`config.mk`:
```
export PLATFORM = sky130hd
export DESIGN_NAME = oneshot_pulser
export DESIGN_NICKNAME = d
export VERILOG_FILES = /design/src/rtl/oneshot_pkg.sv /design/src/rtl/oneshot_sync.sv /design/src/rtl/oneshot_trig_gate.sv /design/src/rtl/oneshot_timer.sv /design/src/rtl/oneshot_pulser.sv
export SDC_FILE = /design/constraint.sdc
export NUM_CORES = 1
export LEC_CHECK = 0
export BUFFER_PORTS_ARGS = -buffer_cell sky130_fd_sc_hd__buf_2
export CAP_MARGIN = 20
export CORE_UTILIZATION = 30
export CTS_CLUSTER_SIZE = 30
export DETAILED_ROUTE_END_ITERATION = 10
export PLACE_DENSITY = 0.44
export SLEW_MARGIN = 20
export SYNTH_ARGS = -nofsm -noshare
export SYNTH_HDL_FRONTEND = slang
export SYNTH_SLANG_ARGS = --single-unit
```
`constraint.sdc`:
```
create_clock -name clk -period 2.6 [get_ports clk]
set_input_delay 0.52 -clock clk [delete_from_list [all_inputs] [get_ports clk]]
set_output_delay 0.52 -clock clk [all_outputs]
set_load 0.02 [all_outputs]
```
`src/rtl/oneshot_pkg.sv`:
```
package oneshot_pkg;

   // Sampled control levels; member order matches {clear_n, trig_rise, trig_fall_n}
   typedef struct packed {
      logic clr;
      logic rise_in;
      logic fall_in;
   } lvl_t;

   // Which event started a pulse
   typedef enum logic [1:0] {
      SRC_NONE = 2'd0,
      SRC_FALL = 2'd1,
      SRC_RISE = 2'd2,
      SRC_CLR  = 2'd3
   } src_e;

   // Levels that can never form a start edge: clear asserted, triggers in enabling state
   localparam lvl_t LVL_QUIET = '{clr: 1'b0, rise_in: 1'b1, fall_in: 1'b0};

   function automatic logic is_disarmed(input lvl_t v);
      return v.fall_in | ~v.rise_in;
   endfunction

   function automatic logic is_armed(input lvl_t v);
      return ~v.fall_in & v.rise_in;
   endfunction

endpackage

```
`src/rtl/oneshot_sync.sv`:
```
module oneshot_sync #(
   parameter int          N       = 3,
   parameter int          STAGES  = 2,
   parameter logic [N-1:0] RST_VAL = '0
) (
   input  logic         clk,
   input  logic         rst_n,
   input  logic [N-1:0] d,
   output logic [N-1:0] q
);

   logic [N-1:0] stg [STAGES];

   always_ff @(posedge clk or negedge rst_n) begin
      if (!rst_n) begin
         for (int i = 0; i < STAGES; i++) stg[i] <= RST_VAL;
      end else begin
         stg[0] <= d;
         for (int i = 1; i < STAGES; i++) stg[i] <= stg[i-1];
      end
   end

   assign q = stg[STAGES-1];

endmodule

```
`src/rtl/oneshot_trig_gate.sv`:
```
module oneshot_trig_gate
   import oneshot_pkg::*;
#(
   parameter bit CLEAR_STARTS = 1'b1
) (
   input  logic clk,
   input  logic rst_n,
   input  lvl_t cur,
   input  logic idle,
   output logic go
);

   lvl_t prev;
   logic seen_off;
   logic fall_ev, rise_ev, clr_ev, clr_ok;
   src_e src;

   always_ff @(posedge clk or negedge rst_n) begin
      if (!rst_n) begin
         prev     <= LVL_QUIET;
         seen_off <= 1'b0;
      end else begin
         prev     <= cur;
         seen_off <= cur.clr ? 1'b0 : (seen_off | is_disarmed(cur));
      end
   end

   assign fall_ev = prev.fall_in & ~cur.fall_in;
   assign rise_ev = ~prev.rise_in & cur.rise_in;
   assign clr_ev  = ~prev.clr & cur.clr;

   generate
      if (CLEAR_STARTS) begin : g_clr_start
         assign clr_ok = clr_ev & is_armed(cur) & seen_off;
      end else begin : g_no_clr_start
         assign clr_ok = 1'b0;
      end
   endgenerate

   always_comb begin
      src = SRC_NONE;
      if (idle && cur.clr) begin
         if (fall_ev && cur.rise_in)       src = SRC_FALL;
         else if (rise_ev && !cur.fall_in) src = SRC_RISE;
         else if (clr_ok)                  src = SRC_CLR;
      end
   end

   assign go = (src != SRC_NONE);

endmodule

```
`src/rtl/oneshot_timer.sv`:
```
module oneshot_timer #(
   parameter int WIDTH_W = 8
) (
   input  logic               clk,
   input  logic               rst_n,
   input  logic               run_ok,
   input  logic               go,
   input  logic [WIDTH_W-1:0] width,
   output logic               q,
   output logic               qn,
   output logic [WIDTH_W-1:0] cnt,
   output logic [WIDTH_W-1:0] lat_w
);

   localparam logic [WIDTH_W-1:0] ONE = WIDTH_W'(1);

   always_ff @(posedge clk or negedge rst_n) begin
      if (!rst_n) begin
         q     <= 1'b0;
         qn    <= 1'b1;
         cnt   <= '0;
         lat_w <= '0;
      end else if (!run_ok) begin
         q   <= 1'b0;
         qn  <= 1'b1;
         cnt <= '0;
      end else if (q) begin
         if (cnt == lat_w) begin
            q   <= 1'b0;
            qn  <= 1'b1;
            cnt <= '0;
         end else begin
            cnt <= cnt + ONE;
         end
      end else if (go && (width != '0)) begin
         q     <= 1'b1;
         qn    <= 1'b0;
         cnt   <= ONE;
         lat_w <= width;
      end
   end

endmodule

```
`src/rtl/oneshot_pulser.sv`:
```
module oneshot_pulser
   import oneshot_pkg::*;
#(
   parameter int WIDTH_W      = 8,
   parameter int SYNC_STAGES  = 2,
   parameter bit CLEAR_STARTS = 1'b1
) (
   input  logic               clk,
   input  logic               rst_n,
   input  logic               trig_fall_n,
   input  logic               trig_rise,
   input  logic               clear_n,
   input  logic [WIDTH_W-1:0] width,
   output logic               pulse_q,
   output logic               pulse_qn
);

   localparam int LVL_W = $bits(lvl_t);

   generate
      if (WIDTH_W < 1) begin : g_bad_width
         $error("oneshot_pulser: WIDTH_W must be at least 1");
      end
      if (SYNC_STAGES < 1) begin : g_bad_sync
         $error("oneshot_pulser: SYNC_STAGES must be at least 1");
      end
   endgenerate

   logic [LVL_W-1:0]   raw_lvl, sync_lvl;
   lvl_t               lvl_s;
   logic               clr_s;
   logic               go;
   logic               q_i, qn_i;
   logic [WIDTH_W-1:0] cnt, lat_w;

   assign raw_lvl = {clear_n, trig_rise, trig_fall_n};

   oneshot_sync #(
      .N       (LVL_W),
      .STAGES  (SYNC_STAGES),
      .RST_VAL (LVL_QUIET)
   ) u_sync (
      .clk   (clk),
      .rst_n (rst_n),
      .d     (raw_lvl),
      .q     (sync_lvl)
   );

   assign lvl_s = lvl_t'(sync_lvl);
   assign clr_s = lvl_s.clr;

   oneshot_trig_gate #(
      .CLEAR_STARTS (CLEAR_STARTS)
   ) u_gate (
      .clk   (clk),
      .rst_n (rst_n),
      .cur   (lvl_s),
      .idle  (~q_i),
      .go    (go)
   );

   oneshot_timer #(
      .WIDTH_W (WIDTH_W)
   ) u_timer (
      .clk    (clk),
      .rst_n  (rst_n),
      .run_ok (clr_s),
      .go     (go),
      .width  (width),
      .q      (q_i),
      .qn     (qn_i),
      .cnt    (cnt),
      .lat_w  (lat_w)
   );

   assign pulse_q  = q_i;
   assign pulse_qn = qn_i;

endmodule

```
# Word level (Yosys, flattened, before mapping)
# Index checks and enable logic that the tools add are counted.
# W data, S select, Z words.
# word_totals
register_bits,28
in_bits,13
# op_classes
addsub,1
n_eq_ne,3
n_mux,17
n_bitwise,13
reduce_logical,9
# ops
cell,n
$mux W8,4
$mux W1,9
$add A8 B1 Y8 const B,1
$eq A8 B8 Y1,1
$mux W2,4
$reduce_bool A8 Y1,1
$and A1 B1 Y1,6
$not A1 Y1,5
$logic_and A1 B1 Y1,4
$ne A3 B1 Y1 const B,1
$ne A3 B3 Y1 const B,1
$reduce_and A3 Y1,1
$or A1 B1 Y1,2
$reduce_and A2 Y1,1
$reduce_bool A2 Y1,1
$logic_not A1 Y1,1

# Logic depth before layout (Yosys ltp)
# depth
ltp_word,13
depth_mapped,5

# Cells and area by module
# Synthesis repeated with hierarchy kept, for this count alone.
# unflattened
cells_unflattened,114
area_unflattened_um2,1328.8
# modules_own_cells
module,n_inst,cells_per_inst,area_per_inst_um2,seq_area_each_um2
oneshot_timer,1,94,1012.2,451.7
oneshot_sync,1,9,175.2,152.6
oneshot_trig_gate,1,10,137.6,101.3
oneshot_pulser,1,1,3.8,0.0

# Least setup slack after synthesis
# Ideal clock, no wire load.
# synth_path
kind,input to register
start,in width[5]
end,reg u_timer.lat_w[0]
arrival_ns,1.743
t_required_ns,2.475
slack_ns,0.732
path_stages,5
n_path_buf,1
path_cell_list,or4_1 nor2_1 or2_1 buf_6 mux2_4
# synth_via
elab_chain_cells,3
# synth_rtl
element,line_no,rtl
from (decl),oneshot_pulser.sv:13,"input logic [WIDTH_W-1:0] width,"
$reduce_bool A8 Y1,oneshot_timer.sv:35,end else if (go && (width != '0)) begin
$logic_and A1 B1 Y1,oneshot_timer.sv:35,
$reduce_and A3 Y1 (no source line),-,
to (signal assigned),oneshot_timer.sv:39,lat_w <= width;
to (decl),oneshot_timer.sv:12,output logic [WIDTH_W-1:0] lat_w
# No other way between the ends.
# A chain may end at the register's enable or synchronous reset.

# Final worst setup path
# Same ends and word-level chain as after synthesis.

==> flow_summary.toml <==
[outcome]
status = "completed"

[timing]
rsz0062_at_grt = "no"
tightest_slew_ns = 0.627
maxSlewViolCount = 0
finClkSkew_ns = 0.00379
hold_slack_ns = 0.248
hold_viol = 0
fmax_mhz = 510
period_needed_ns = 1.96
finalSetupViolCount = 0
max_slew_margin = 0.580
finalCritPeriodShare = 0.754
setup_tns_ns = 0
setup_ws_ns = 0.641

[critical_path]
critPathArrivalTime_ns = 2.13
critical_path.max_fanout = 9
crit_type = "primary input to flop"
start_kind = "primary input"
crit_required_ns = 2.77
crit_start = "width[5]"
cp-end-kind = "flop"
r2r_cells = 4
crit-reg2reg-launch = "u_timer.cnt[0]"

[grt]
grt_pass1_vias = 843
overflow = 0
grt_max_degree = 29
grt_antenna_before_repair = 0
grt_pass1_wl_mm = 4.31
grt_usage = 0.133

[floorplan]
core_area_um2 = 4060
initial_core_util = 0.315
die_h_um = 67.3
row_count = 23
design.die.area_um2 = 4530
io_pins = 15
dieWidth_um = 67.3

[clocking]
clk_path_buf_depth = 2
cts.clk_slew.worst_paths_ns = 0.10
post_cts_buffers = 0
htreeDepth = 1
cts_resized = 0
cts_tree = "yes"
cts_buffers = 3
root_buffer = "clkbuf_8"
clock-sinks = 28
insertion_delay_ns = 0.27
hold_buffers = 0

[detailed_routing]
ant_nets = 0
met1Wirelength_mm = 1.28
drtPass1Iterations = 4
wl_met3_um = 83
top_layer = "met4"
avgViaCountPerCell = 4.90
drt-total-wl_mm = 2.49
routedWlPerCell_um = 14.4
wl_met2_mm = 1.09
drt_first_iter_violations = 18
drcViolationCount = 0
vias = 848

[yosys]
synth_area_leaders = "dfrtp_1 (47%), dfstp_2 (8.2%), mux2_4 (8.2%)"
synth_flop_cell = "dfrtp_1"
synthesis.nets = 120
yosysWarnings = 0
synth.area.mux_share = 0.0822
synth-edff-count = 0
synth.most_common_cell = "dfrtp_1"
synth_top_family_by_area = "compound AO/OA/AOI/OAI gates"
synth_seq_cells = 28
yosysSeqAreaShare = 0.552
netlist.area_leader.share = 0.470
yosysTopAreaCell = "dfrtp_1"
syn_avg_cell_area_um2 = 12.1
synthSimpleGateAreaFrac = 0.109
async_flop_share = 1.00
netlist_instances = 106
synthAdderAreaFrac = 0.00978
synth_cell_types = 33
synth_compound_area_frac = 0.141
synthTopCellsByCount = "dfrtp_1 (24), inv_1 (10), xnor2_1 (9)"
netlist_area_um2 = 1280
synth_xor_area_frac = 0.0685

[hold_path]
hold_path.class = "primary input to asynchronous set/reset pin"

[place]
dpl.hpwl_mm = 1.83
pre_cts_ws_ns = 0.326
routabilityCongestion = 0.741
port_buffers = 14

[cells_and_area]
diodes = 0
multiInputGateArea_um2 = 524
drive_gt1_frac = 0.260
n_fill_cell = 405
register_area_um2 = 706
fin_nets = 138
area_growth_pct = 15.1

[pwr]
peakVddDrop_mv = 0.259
power.leakage_uw = 0.000614
p_per_area_nw_per_um2 = 672
p_total_uw = 988

[job]
maxCapViolCount = 0
[path summary, 6_finish.rpt]
| check | endpoint | slack [ns] |
|---|---|---|
| setup / recovery | u_timer.lat_w[0] | 0.64 |
| hold / removal | u_sync.q[2] | 0.25 |
| setup reg to reg | u_timer.cnt[5] | 0.71 |
| hold reg to reg | u_sync.q[2] | 0.36 |
| max in group asynchronous | u_timer.cnt[3] | 1.94 |
| min in group clk | u_sync.stg[4] | 0.33 |
[worst max-delay path, cell delays in order]
cell	delay (ns)
buf_2	0.10
or4_1	0.51
nor2_1	0.20
or2_1	0.45
mux2_4	0.34
[cell usage in the layout (no fill, tap or decap), types with 2 or more instances in the layout]
master and instances:
o221ai_1 4, nor2_1 3, xnor2_1 9, o21ai_0 6
nand2b_1 4, clkbuf_8 3, dfstp_2 4, nand2_1 5
nand3_1 2, buf_2 14, o2bb2ai_1 3, nor4_1 3
inv_1 10, or4_1 2, nand4_1 2, mux2_4 7
dfrtp_1 24
[report_power, final]
group / total (µW) / internal [µW] / switching [µW]
clock network: 344 / 206 / 138
registers: 514 / 479 / 35.0
logic: 130 / 75.4 / 54.9
total: 988 / 761 / 228
[sequential cells by signal (all words and copies together), names as in the netlist]
register / flops
u_timer.cnt: 8
u_timer.lat_w: 8
u_gate.prev: 3
u_sync.q: 3
u_sync.stg: 3
u_gate.seen_off: 1
u_timer.q: 1
u_timer.qn: 1
[per-layer routing]
layer | up-vias | track usage
met3 | 4 | 0.0287
met5 | - | 0
met4 | 0 | 0.0559
met2 | 15 | 0.196
met1 | 410 | 0.187
li1 | 419 | -
[cell families after synthesis]
logic type,Yosys count
muxes,7
adders and majority gates,1
AOI/OAI and AO/OA,24
and+or+nand+nor,25
xor gates and xnor gates,10
buffers and inverters,11
DFF,28
[metrics by stage]
step                      cells  area [µm²]  utilization
final                       173        1470        0.363
after CTS                   173        1470        0.363
after global routing        173        1470        0.363
after global placement      169        1400        0.345
after detailed placement    169        1400        0.345
after floorplan             106        1280            -
[area by class of cell]
cell class              instances  area share
repair buffers                 14      0.0476
clock inverters                 1      0.0204
clock buffers                   3      0.0281
inverters                      10      0.0255
flip-flops and latches         28       0.480
well taps                      50      0.0425
multi-input cells              67       0.356
No activity file was read; power rests on OpenSTA's default activity.
